<file path="src/rtl/gpio_bank_port.sv">
module gpio_bank_port #(
  parameter int NUM_BANKS = 3,
  parameter int BANK_W    = 8,
  parameter int ADDR_W    = 6,
  localparam int NUM_LINES = NUM_BANKS * BANK_W
) (
  input  logic                 clk,
  input  logic                 rst_n,
  input  logic [ADDR_W-1:0]    reg_addr,
  input  logic [BANK_W-1:0]    reg_wdata,
  input  logic                 reg_we,
  output logic [BANK_W-1:0]    reg_rdata,
  input  logic [NUM_LINES-1:0] pad_in,
  output logic [NUM_LINES-1:0] pad_out,
  output logic [NUM_LINES-1:0] pad_oe
);
  localparam int DATA_BASE = 0;
  localparam int DIR_BASE  = 8;
  localparam int MODE_BASE = 16;
  localparam int CTRL_ADDR = 32;

  logic                 hold_q;
  logic [NUM_LINES-1:0] data_q, dir_q, odm_q, ode_q, stage_q;
  logic [NUM_LINES-1:0] sync1_q, sync2_q;

  always_ff @(posedge clk or negedge rst_n) begin
    if (!rst_n) begin
      sync1_q <= '0;
      sync2_q <= '0;
    end else begin
      sync1_q <= pad_in;
      sync2_q <= sync1_q;
    end
  end

  always_ff @(posedge clk or negedge rst_n) begin
    if (!rst_n) begin
      hold_q  <= 1'b1;
      data_q  <= '0;
      dir_q   <= '0;
      odm_q   <= '0;
      ode_q   <= '0;
      stage_q <= '0;
    end else begin
      if (reg_we && reg_addr == ADDR_W'(CTRL_ADDR))
        hold_q <= reg_wdata[0];
      if (hold_q) begin
        data_q  <= '0;
        dir_q   <= '0;
        odm_q   <= '0;
        ode_q   <= '0;
        stage_q <= '0;
      end else if (reg_we) begin
        for (int b = 0; b < NUM_BANKS; b++) begin
          if (reg_addr == ADDR_W'(DATA_BASE + 2*b))
            stage_q[b*BANK_W +: BANK_W] <= reg_wdata;
          if (reg_addr == ADDR_W'(DATA_BASE + 2*b + 1))
            data_q[b*BANK_W +: BANK_W] <=
              (data_q[b*BANK_W +: BANK_W] & ~reg_wdata) |
              (stage_q[b*BANK_W +: BANK_W] & reg_wdata);
          if (reg_addr == ADDR_W'(DIR_BASE + b))
            dir_q[b*BANK_W +: BANK_W] <= reg_wdata;
          if (reg_addr == ADDR_W'(MODE_BASE + 2*b))
            odm_q[b*BANK_W +: BANK_W] <= reg_wdata;
          if (reg_addr == ADDR_W'(MODE_BASE + 2*b + 1))
            ode_q[b*BANK_W +: BANK_W] <= reg_wdata;
        end
      end
    end
  end

  always_comb begin
    reg_rdata = '0;
    if (reg_addr == ADDR_W'(CTRL_ADDR)) begin
      reg_rdata[0] = hold_q;
    end else if (!hold_q) begin
      for (int b = 0; b < NUM_BANKS; b++) begin
        if (reg_addr == ADDR_W'(DATA_BASE + 2*b))
          reg_rdata = sync2_q[b*BANK_W +: BANK_W];
        if (reg_addr == ADDR_W'(DIR_BASE + b))
          reg_rdata = dir_q[b*BANK_W +: BANK_W];
        if (reg_addr == ADDR_W'(MODE_BASE + 2*b))
          reg_rdata = odm_q[b*BANK_W +: BANK_W];
        if (reg_addr == ADDR_W'(MODE_BASE + 2*b + 1))
          reg_rdata = ode_q[b*BANK_W +: BANK_W];
      end
    end
  end

  wire [NUM_LINES-1:0] may_drive = ~ode_q | (odm_q & data_q) | (~odm_q & ~data_q);

  assign pad_out = hold_q ? '0 : data_q;
  assign pad_oe  = hold_q ? '0 : (dir_q & may_drive);
endmodule

</file>
<file path="config.mk">
export PLATFORM = sky130hd
export DESIGN_NAME = gpio_bank_port
export DESIGN_NICKNAME = d
export VERILOG_FILES = /design/src/rtl/gpio_bank_port.sv
export SDC_FILE = /design/constraint.sdc
export NUM_CORES = 1
export LEC_CHECK = 0
export ABC_AREA = 1
export ABC_CLOCK_PERIOD_IN_PS = 4100
export BUFFER_PORTS_ARGS = -buffer_cell sky130_fd_sc_hd__buf_2
export CELL_PAD_IN_SITES_DETAIL_PLACEMENT = 0
export CELL_PAD_IN_SITES_GLOBAL_PLACEMENT = 1
export CORE_MARGIN = 5
export CORE_UTILIZATION = 41
export CTS_CLUSTER_SIZE = 8
export DETAILED_ROUTE_END_ITERATION = 10
export PLACE_DENSITY_LB_ADDON = 0.25
export SKIP_CTS_REPAIR_TIMING = 1
export SYNTH_ARGS = -nofsm -noshare
export SYNTH_HDL_FRONTEND = slang
export SYNTH_SLANG_ARGS = --single-unit
</file>
<file path="constraint.sdc">
create_clock -name clk -period 4.1 [get_ports clk]
set_input_delay 1.025 -clock clk [delete_from_list [all_inputs] [get_ports clk]]
set_output_delay 1.025 -clock clk [all_outputs]
set_load 0.005 [all_outputs]
</file>
==> flow_summary.yaml, run 1 <==
outcome:
  status: "complete, no violations"
timing:
  min_period_ns: 3.71
  finalHoldViolations: 0
  rsz_0062_raised_after_global_routing: "false"
  worst_pin_slew_ns: 0.768
  final_min_period_over_clock_period: 0.904
  tns_setup_ns: 0
  fin_ws_ns: 0.394
  maximum_clock_frequency_ghz: 0.270
  timing.max_slew.rel_slack: 0.488
  final-max-slew-violation-count: 0
  clock-skew-final_ns: 0.00493
  report.final.setup_viol: 0
route:
  post_drt_wl_per_cell_microns: 20.0
  drt_wl_total_mm: 24.6
  drtIter0Drc: 562
  detail_route.drc_violations: 0
  drt-pass1-iter-count: 5
  antenna_left: 0
  route.vias.total: 6540
  drt-vias-per-instance: 5.33
placed_design:
  detailedPlace.worstSlack_ns: 0.429
  portBuffers: 96
  routabilityCongestion: 0.927
  dpl.hpwl_mm: 17.4
cts:
  tritoncts: "yes"
  numCtsBuffers: 17
  cts.sink_count: 169
  clock_insertion_delay_worst_skew_ns: 0.43
  cts.htree.levels: 4
  cts.clk_slew.worst_paths_ns: 0.06
  clockBufferDepth: 2
  clockRootBuffer: "sky130_fd_sc_hd__clkbuf_16"
finish:
  final_layout_size_suffix_gt1_frac: 0.176
  num-nets-final: 1026
  layout-area-overhead-vs-synth_pct: 17.3
  num-fill-cells: 1830
  seq_area_sq_um: 4230
  multiInputGateArea_sq_um: 2810
critical_path:
  critical_path.cell_chain: "buf_2 -> nor2_1 -> nand2_1 -> nor3_1 -> nor2_1 -> inv_1 -> nor2_1 -> nand2_1 -> nand2_1 -> buf_2"
  timing.critical_path.slowest_stage_cell: "sky130_fd_sc_hd__nor3_1"
  worst_setup_path_end_kind: "output port"
  timing.setup.critical_path_class: "in2out"
  path_max_fanout: 7
  family_with_the_most_delay_on_the_worst_path: "simple AND/OR/NAND/NOR gates"
  worstPathRequired_ns: 3.07
  path_buf_inv: 3
  startpoint_type: "input pin"
  critical_path_arrival_ns: 2.68
  critical-path-max-stage-delay_ns: 0.41
yosys:
  synth.lib_cells_used.distinct: 30
  synth_area_per_cell_sq_um: 8.48
  mappedNetlistArea_sq_um: 7530
  postSynthCellCount: 888
  synth_top_cells_by_area: "sky130_fd_sc_hd__dfrtp_1, sky130_fd_sc_hd__nand2_1, sky130_fd_sc_hd__o21ai_0"
  synth_largest_area_cell: "sky130_fd_sc_hd__dfrtp_1"
  synth_sequential_area_ratio: 0.562
  synthesis.yosys.warnings: 0
  ys_ff_latch: 169
  synth_top_area_frac: 0.558
  synth_nets: 929
global_route:
  overflow: 0
  first_global_vias: 6434
  track_usage: 0.233
  wire_length_of_the_first_global_routing_pass_mm: 37.8
  grt_start_max_net_pins: 69
  grt_antenna_before_repair: 0
die:
  overall_die_area_sq_um: 21200
  die_width_microns: 146
  io-pin-count: 97
  core_sq_um: 18000
  fp.dieH_microns: 146
  placementRows: 49
  initial_core_util: 0.418
pwr:
  power_density_nw_per_um2: 597
  max-vdd-ir-drop_uv: 329
  power_leakage_nw: 4.29
min_path:
  hold_path.class: "reg2reg"
flow_run:
  maxCapViolCount: 0
==> power breakdown <==
| part | switching, mW | total (mW) | leakage (nW) | internal (mW) |
|---|---|---|---|---|
| Combinational | 0.716 | 1.12 | 1.91 | 0.404 |
| Clock | 0.685 | 1.63 | 0.283 | 0.947 |
| Sequential | 0.454 | 2.52 | 2.09 | 2.07 |
==> sequential cells by signal, summed over array words and instances, names as in the netlist <==
| name | flops |
|---|---|
| ode_q | 24 |
| sync2_q | 24 |
| sync1_q | 24 |
| dir_q | 24 |
| hold_q | 1 |
| stage_q | 24 |
| data_q | 24 |
| odm_q | 24 |
==> through the flow <==
step           utilization  power [mW]  std cells  hold slack, ns  cell area [sq um]
2_1_floorplan            -        3.07        888           0.331               7530
3_3_place_gp         0.457        3.64       1195           0.335               8240
3_5_place_dp         0.457        3.66       1195           0.335               8240
4_1_cts              0.490        5.29       1227           0.350               8830
5_1_grt              0.490        5.57       1227           0.354               8830
6_report             0.490        5.28       1228           0.348               8830
==> area by class of cell <==
| cell class | instances | share of cell area |
|---|---|---|
| Sequential cell | 169 | 0.479 |
| Antenna cell | 1 | 0.000283 |
| Tap cell | 229 | 0.0324 |
| Timing Repair Buffer | 106 | 0.0650 |
| Clock buffer | 22 | 0.0537 |
| Inverter | 91 | 0.0389 |
| Clock inverter | 10 | 0.0130 |
| Multi-Input combinational cell | 600 | 0.318 |
==> cell usage after synthesis <==
| master | n |
|---|---|
| sky130_fd_sc_hd__nand2_1 | 184 |
| sky130_fd_sc_hd__dfrtp_1 | 168 |
| sky130_fd_sc_hd__o21ai_0 | 122 |
| sky130_fd_sc_hd__nor2_1 | 108 |
| sky130_fd_sc_hd__a21oi_1 | 93 |
| sky130_fd_sc_hd__inv_1 | 78 |
| sky130_fd_sc_hd__nand3_1 | 17 |
| sky130_fd_sc_hd__nand4_1 | 17 |
| sky130_fd_sc_hd__o21ai_1 | 17 |
| sky130_fd_sc_hd__buf_2 | 12 |
| sky130_fd_sc_hd__inv_2 | 11 |
| sky130_fd_sc_hd__nor3_1 | 11 |
| sky130_fd_sc_hd__clkbuf_1 | 7 |
| sky130_fd_sc_hd__nor2_4 | 7 |
| sky130_fd_sc_hd__a21oi_2 | 6 |
| sky130_fd_sc_hd__nor2_2 | 5 |
| sky130_fd_sc_hd__buf_4 | 4 |
| sky130_fd_sc_hd__buf_1 | 3 |
| sky130_fd_sc_hd__nand2_2 | 3 |
| sky130_fd_sc_hd__a21oi_4 | 2 |
| sky130_fd_sc_hd__buf_6 | 2 |
| sky130_fd_sc_hd__nand2_4 | 2 |
| sky130_fd_sc_hd__or2_0 | 2 |
| sky130_fd_sc_hd__a31oi_1 | 1 |
| sky130_fd_sc_hd__clkinv_1 | 1 |
| sky130_fd_sc_hd__dfstp_2 | 1 |
| sky130_fd_sc_hd__inv_4 | 1 |
| sky130_fd_sc_hd__nor2_8 | 1 |
| sky130_fd_sc_hd__o21bai_1 | 1 |
| sky130_fd_sc_hd__o31ai_4 | 1 |
==> metal layers <==
layer / up-vias / wire (microns) / GRT usage
li1: 3095 / - / -
met4: 0 / 673 / 0.0858
met3: 45 / 1480 / 0.0492
met2: 227 / 11600 / 0.367
met5: - / 0 / 0
met1: 3173 / 10900 / 0.319
==> cells in the final DEF, fill, tap and decap left out <==
master,synthesis,layout
sky130_fd_sc_hd__a21oi_1,93,93
sky130_fd_sc_hd__a21oi_2,6,6
sky130_fd_sc_hd__a21oi_4,2,2
sky130_fd_sc_hd__a31oi_1,1,1
sky130_fd_sc_hd__buf_12,0,1
sky130_fd_sc_hd__buf_2,12,95
sky130_fd_sc_hd__buf_4,4,9
sky130_fd_sc_hd__buf_6,2,1
sky130_fd_sc_hd__bufinv_16,0,2
sky130_fd_sc_hd__clkbuf_1,7,2
sky130_fd_sc_hd__clkbuf_16,0,17
sky130_fd_sc_hd__clkbuf_8,0,3
sky130_fd_sc_hd__clkinv_1,1,1
sky130_fd_sc_hd__clkinv_2,0,3
sky130_fd_sc_hd__clkinvlp_4,0,3
sky130_fd_sc_hd__dfrtp_1,168,168
sky130_fd_sc_hd__dfstp_2,1,1
sky130_fd_sc_hd__diode_2,0,1
sky130_fd_sc_hd__inv_1,78,78
sky130_fd_sc_hd__inv_2,11,11
sky130_fd_sc_hd__inv_4,1,1
sky130_fd_sc_hd__inv_6,0,2
sky130_fd_sc_hd__nand2_1,184,184
sky130_fd_sc_hd__nand2_2,3,3
sky130_fd_sc_hd__nand2_4,2,2
sky130_fd_sc_hd__nand3_1,17,17
sky130_fd_sc_hd__nand4_1,17,17
sky130_fd_sc_hd__nor2_1,108,108
sky130_fd_sc_hd__nor2_2,5,5
sky130_fd_sc_hd__nor2_4,7,7
sky130_fd_sc_hd__nor2_8,1,1
sky130_fd_sc_hd__nor3_1,11,11
sky130_fd_sc_hd__o21ai_0,122,122
sky130_fd_sc_hd__o21ai_1,17,17
sky130_fd_sc_hd__o21bai_1,1,1
sky130_fd_sc_hd__o31ai_4,1,1
sky130_fd_sc_hd__or2_0,2,2
==> cell families (layout without fill, tap and decap cells) <==
logic type,after synthesis,after routing,share of synthesized area
buf+inv,119,229,0.0656
other cells,0,1,0
compound gates,243,243,0.170
flops,169,169,0.562
simple gates,357,357,0.203
==> final timing paths <==
kind | cells after the start | start | slack (ns) | endpoint
worst max-delay path | 10 | reg_addr[1] | 0.39 | reg_rdata[0]
worst min-delay path | 0 | sync1_q[11] | 0.35 | sync2_q[11]
worst max register to register | 4 | hold_q | 1.70 | ode_q[2]
worst min register to register | 0 | sync1_q[11] | 0.35 | sync2_q[11]
max in group asynchronous | 2 | rst_n | 2.58 | odm_q[8]
min in group asynchronous | 1 | rst_n | 0.61 | sync1_q[5]
(Power assumes the default switching activity.)
==> run 2: changes to the inputs <==
--- a/config.mk
+++ b/config.mk
@@ -10,11 +10,12 @@
 export BUFFER_PORTS_ARGS = -buffer_cell sky130_fd_sc_hd__buf_2
 export CELL_PAD_IN_SITES_DETAIL_PLACEMENT = 0
 export CELL_PAD_IN_SITES_GLOBAL_PLACEMENT = 1
-export CORE_MARGIN = 5
+export CORE_MARGIN = 1.5
 export CORE_UTILIZATION = 41
 export CTS_CLUSTER_SIZE = 8
 export DETAILED_ROUTE_END_ITERATION = 10
 export PLACE_DENSITY_LB_ADDON = 0.25
+export SETUP_SLACK_MARGIN = 0.4
 export SKIP_CTS_REPAIR_TIMING = 1
 export SYNTH_ARGS = -nofsm -noshare
 export SYNTH_HDL_FRONTEND = slang
==> run 2 against run 1 <==
Against the previous run:
- sequential share of layout area is 0.51 points lower
- non-clock buffer count is 4 higher
- count of clock-buffer cells in the layout is 1 lower
- total power is 0.56% higher
- fmax is 1.9% higher
- routed wire length is 1.7% lower
- via count is 0.26% higher
- first-iteration DRC count is 12% higher
- combinational power hardly changed
- clock power hardly changed
- hold slack hardly changed
- sequential cell count stayed put
- critical path type unchanged
- largest power group unchanged
==> flow_summary.yaml, run 2 (same netlist as run 1, synthesis figures left out) <==
outcome:
  status: "complete, no violations"
placed_design:
  placedInstanceArea_sq_um: 8260
  detailedPlace.worstSlack_ns: 0.374
  portBuffers: 96
  routabilityCongestion: 0.869
  dpl.hpwl_mm: 16.9
  placed_instances: 1196
timing:
  min_period_ns: 3.64
  timing.max_slew.rel_slack: 0.413
  rsz_0062_raised_after_global_routing: "true"
  final_min_period_over_clock_period: 0.887
  worst_pin_slew_ns: 0.881
  finalHoldViolations: 0
  clock-skew-final_ns: 0.00648
  report.final.setup_viol: 0
  final-max-slew-violation-count: 0
  tns_setup_ns: 0
  fin_ws_ns: 0.465
  maximum_clock_frequency_ghz: 0.275
critical_path:
  startpoint_type: "input pin"
  critical_path.cell_chain: "buf_2 -> nor2_1 -> nand2_1 -> nor2_4 -> inv_2 -> nor2_1 -> nor2_1 -> nand4_1 -> nor2_1 -> nand4_1 -> nand2_1 -> inv_1 -> buf_2"
  timing.critical_path.slowest_stage_cell: "sky130_fd_sc_hd__nor2_1"
  worstPathRequired_ns: 3.07
  cp_common_cell: "sky130_fd_sc_hd__nor2_1"
  family_with_the_most_delay_on_the_worst_path: "simple AND/OR/NAND/NOR gates"
  timing.setup.critical_path_class: "in2out"
  critical-path-max-stage-delay_ns: 0.21
  path_buf_inv: 4
  worst_setup_path_end_kind: "output port"
  path_max_fanout: 6
  critical_path_arrival_ns: 2.61
route:
  detail_route.drc_violations: 0
  drt-vias-per-instance: 5.33
  post_drt_wl_per_cell_microns: 19.6
  drt_wl_total_mm: 24.2
  drt-pass1-iter-count: 5
  route.vias.total: 6557
  drtIter0Drc: 631
  antenna_left: 0
finish:
  final_layout_size_suffix_gt1_frac: 0.190
  num-nets-final: 1030
  postLayoutCoreUtil: 0.497
  antennaDiodeCount: 0
  num-fill-cells: 1785
  layout-area-overhead-vs-synth_pct: 18.6
  final_cells: 1231
  final_common_cell: "sky130_fd_sc_hd__nand2_1"
  most-common-layout-cells: "sky130_fd_sc_hd__nand2_1, sky130_fd_sc_hd__dfrtp_1, sky130_fd_sc_hd__o21ai_0"
  stdcell_area_sq_um: 8930
die:
  core_sq_um: 18000
  fp.dieH_microns: 139
  placementRows: 49
  io-pin-count: 97
  die_width_microns: 139
  initial_core_util: 0.419
  overall_die_area_sq_um: 19200
pwr:
  max-vdd-ir-drop_uv: 297
  power_density_nw_per_um2: 594
  power_leakage_nw: 4.33
cts:
  clock_insertion_delay_worst_skew_ns: 0.43
  clockRootBuffer: "sky130_fd_sc_hd__clkbuf_16"
  numCtsBuffers: 17
  clockBufferDepth: 2
  cts.htree.levels: 4
  tritoncts: "yes"
  cts.clk_slew.worst_paths_ns: 0.07
  cts.sink_count: 169
global_route:
  grt_start_max_net_pins: 90
  first_global_vias: 6155
  grt_antenna_before_repair: 0
  wire_length_of_the_first_global_routing_pass_mm: 36.9
  overflow: 0
  track_usage: 0.257
min_path:
  hold_path.class: "reg2reg"
flow_run:
  maxCapViolCount: 0
-- run 2: cell count changes in the layout (fill, tap and decap cells not counted), moves of 2 or more --
cell,change
sky130_fd_sc_hd__clkinvlp_4,-2
sky130_fd_sc_hd__nor2_1,-7
sky130_fd_sc_hd__clkinv_2,-2
sky130_fd_sc_hd__buf_4,+3
sky130_fd_sc_hd__nor2_2,+4
sky130_fd_sc_hd__inv_6,+2
sky130_fd_sc_hd__nor2_4,+3
sky130_fd_sc_hd__clkinv_4,+3
-- run 2: cell type report --
class	instances	area, sq um	share of cell area
clock buffers	21	470	0.0527
clock inverters	11	134	0.0150
inverters	91	344	0.0385
multi-input cells	600	2850	0.319
flip-flops and latches	169	4230	0.474
well taps	229	287	0.0321
repair buffers	110	617	0.0691
-- run 2: final timing paths --
path	start	endpoint	slack, ns	depth (start not counted)
max	reg_addr[1]	reg_rdata[5]	0.46	13
min	sync1_q[1]	sync2_q[1]	0.35	0
max reg2reg	hold_q	ode_q[19]	1.69	4
min reg2reg	sync1_q[1]	sync2_q[1]	0.35	0
max in group asynchronous	rst_n	ode_q[7]	2.71	2
min in group asynchronous	rst_n	sync2_q[15]	0.66	1
-- run 2: per-stage QoR --
| step | power [mW] | hold slack [ns] |
|---|---|---|
| after global placement | 3.63 | 0.334 |
| final | 5.31 | 0.348 |
| after CTS | 5.31 | 0.351 |
| after global routing | 5.60 | 0.355 |
| after floorplan | 3.07 | 0.331 |
| after detailed placement | 3.66 | 0.335 |
-- run 2: worst reg2reg max path, stage by stage, from the launching register on --
cell and delay [ns]:
sky130_fd_sc_hd__dfstp_2 0.84, sky130_fd_sc_hd__buf_4 0.49, sky130_fd_sc_hd__nor2_1 0.31, sky130_fd_sc_hd__inv_1 0.43, sky130_fd_sc_hd__o21ai_0 0.19
-- run 2: where the power goes --
part | internal, mW | switching [mW] | total, mW
clock | 0.957 | 0.699 | 1.66
combinational | 0.407 | 0.718 | 1.13
sequential | 2.07 | 0.456 | 2.52
total | 3.43 | 1.87 | 5.31
-- run 2: per-layer routing --
layer	track usage	routed length [microns]	vias up
met5	0	0	-
met4	0.0731	467	0
met3	0.0559	1300	31
met2	0.402	11400	224
met1	0.361	11000	3193
li1	-	-	3109
==> run 3: changes to the inputs <==
--- a/config.mk
+++ b/config.mk
@@ -6,15 +6,15 @@
 export NUM_CORES = 1
 export LEC_CHECK = 0
 export ABC_AREA = 1
-export ABC_CLOCK_PERIOD_IN_PS = 4100
+export ABC_CLOCK_PERIOD_IN_PS = 3170
 export BUFFER_PORTS_ARGS = -buffer_cell sky130_fd_sc_hd__buf_2
 export CELL_PAD_IN_SITES_DETAIL_PLACEMENT = 0
 export CELL_PAD_IN_SITES_GLOBAL_PLACEMENT = 1
-export CORE_MARGIN = 1.5
-export CORE_UTILIZATION = 41
+export CORE_MARGIN = 5
+export CORE_UTILIZATION = 39
 export CTS_CLUSTER_SIZE = 8
 export DETAILED_ROUTE_END_ITERATION = 10
-export PLACE_DENSITY_LB_ADDON = 0.25
+export PLACE_DENSITY_LB_ADDON = 0.1
 export SETUP_SLACK_MARGIN = 0.4
 export SKIP_CTS_REPAIR_TIMING = 1
 export SYNTH_ARGS = -nofsm -noshare
==> constraint.sdc (replaced) <==
create_clock -name clk -period 3.17 [get_ports clk]
set_input_delay 0.7925 -clock clk [delete_from_list [all_inputs] [get_ports clk]]
set_output_delay 0.7925 -clock clk [all_outputs]
set_load 0.005 [all_outputs]
==> run 3 against run 2 <==
Against the previous run:
- hold slack lost 0.0012 ns
- routed wire length grew 6.2%
- total power grew 34%
- non-clock buffer count grew 33
- via count grew 0.52%
==> flow_summary.yaml, run 3 (same netlist as run 1, synthesis figures left out) <==
outcome:
  status: "complete, no violations"
cts:
  clockRootBuffer: "sky130_fd_sc_hd__clkbuf_16"
  cts.htree.levels: 4
  clock_insertion_delay_worst_skew_ns: 0.44
  clockBufferDepth: 2
  numCtsBuffers: 17
  cts.sink_count: 169
  cts.clk_slew.worst_paths_ns: 0.06
  tritoncts: "yes"
route:
  drt-pass1-iter-count: 7
  routed.top_layer: "met4"
  post_drt_wl_per_cell_microns: 19.8
  antenna_left: 0
  drt-vias-per-instance: 5.09
  dr_wl_met3_mm: 1.55
  detail_route.drc_violations: 0
  route.vias.total: 6591
  detailroute.wirelength.met2_mm: 12.2
  drt_wl_total_mm: 25.7
  drtIter0Drc: 469
  wl_met1_mm: 11.6
timing:
  rsz_0062_raised_after_global_routing: "true"
  timing.max_slew.rel_slack: 0.480
  min_period_ns: 3.02
  maximum_clock_frequency_ghz: 0.331
  report.final.setup_viol: 0
  worst_pin_slew_ns: 0.779
  finalHoldWorstSlack_ns: 0.347
  finalHoldViolations: 0
  final-max-slew-violation-count: 0
  tns_setup_ns: 0
  final_min_period_over_clock_period: 0.952
  clock-skew-final_ns: 0.00524
finish:
  final_layout_size_suffix_gt1_frac: 0.232
  final_common_cell: "sky130_fd_sc_hd__nand2_1"
  antennaDiodeCount: 0
  most-common-layout-cells: "sky130_fd_sc_hd__nand2_1, sky130_fd_sc_hd__dfrtp_1, sky130_fd_sc_hd__o21ai_0"
  multiInputGateArea_sq_um: 2920
  layout-area-overhead-vs-synth_pct: 24.5
  seq_area_sq_um: 4230
  stdcell_area_sq_um: 9380
  postLayoutCoreUtil: 0.498
  num-fill-cells: 1911
  num-nets-final: 1064
die:
  initial_core_util: 0.400
  fp.dieH_microns: 149
  placementRows: 50
  die_width_microns: 149
  io-pin-count: 97
  overall_die_area_sq_um: 22200
  core_sq_um: 18800
pwr:
  post-layout-total-power_mw: 7.12
  power_density_nw_per_um2: 759
  max-vdd-ir-drop_uv: 424
  power_leakage_nw: 4.58
critical_path:
  path_buf_inv: 6
  path_max_fanout: 7
  worst_r2r_startpoint: "hold_q"
  critical_path.cell_chain: "buf_4 -> inv_4 -> nand2_4 -> buf_6 -> nor2_4 -> buf_6 -> nand2_1 -> nand3_1 -> nor2_2 -> nand4_1 -> nor2_1 -> nand4_1 -> nand2_1 -> inv_1 -> buf_2"
  startpoint_type: "input pin"
  worstPathRequired_ns: 2.38
  timing.setup.critical_path_class: "in2out"
  critical-path-max-stage-delay_ns: 0.14
  family_with_the_most_delay_on_the_worst_path: "simple AND/OR/NAND/NOR gates"
  critical_path_arrival_ns: 2.23
  worst_setup_path_end_kind: "output port"
  timing.critical_path.slowest_stage_cell: "sky130_fd_sc_hd__nor2_1"
  startpoint: "reg_addr[5]"
global_route:
  overflow: 0
  grt_antenna_before_repair: 0
  first_global_vias: 6091
  wire_length_of_the_first_global_routing_pass_mm: 37.9
  grt_start_max_net_pins: 62
  track_usage: 0.231
placed_design:
  portBuffers: 96
  routabilityCongestion: 0.889
  placedInstanceArea_sq_um: 8470
  dpl.hpwl_mm: 18.3
flow_run:
  maxCapViolCount: 0
min_path:
  hold_path.class: "in2async"
==> run 3: cell types whose count changed in the layout (fill, tap and decap cells not counted), sizes merged <==
cell,before,now
buf,110,142
bufinv,2,5
clkbuf,21,18
clkinv,5,4
inv,94,95
nor2,121,122
==> run 3: metal layers <==
metal,GRT usage,vias up
li1,-,3169
met1,0.324,3161
met2,0.375,237
met3,0.0465,24
met4,0.0467,0
met5,0,-
==> run 3: worst register-to-register path: stages (launching register included) <==
cell                      delay, ns
sky130_fd_sc_hd__dfstp_4       0.54
sky130_fd_sc_hd__buf_6         0.18
sky130_fd_sc_hd__nor2_1        0.59
sky130_fd_sc_hd__inv_1         0.42
sky130_fd_sc_hd__o21ai_0       0.29
==> run 3: area by class of cell <==
class | instances | share of cell area
timing repair buffer | 143 | 0.0974
clock buffer | 17 | 0.0454
sequential | 169 | 0.451
clock inverter | 14 | 0.0233
tap | 260 | 0.0347
inverter | 91 | 0.0370
multi-input combinational | 601 | 0.311
==> run 3: worst paths after layout <==
path | cells past startpoint | slack (ns) | to
max | 15 | 0.15 | reg_rdata[5]
min | 1 | 0.35 | odm_q[14]
max reg2reg | 4 | 1.06 | odm_q[8]
min reg2reg | 0 | 0.35 | sync2_q[4]
max in group asynchronous | 2 | 2.08 | odm_q[18]
min in group clk | 0 | 0.35 | sync2_q[4]
==> run 3: where the power goes <==
group / internal, mW / switching [mW]
clock network: 1.41 / 0.923
registers: 2.68 / 0.576
logic: 0.569 / 0.966
==> run 3: metrics by stage <==
step	worst slack [ns]	cells
finish	0.152	1295
global route	0.0358	1295
CTS	-0.0469	1280
detailed placement	-0.0328	1249
global placement	-0.0399	1249
floorplan	0.610	888
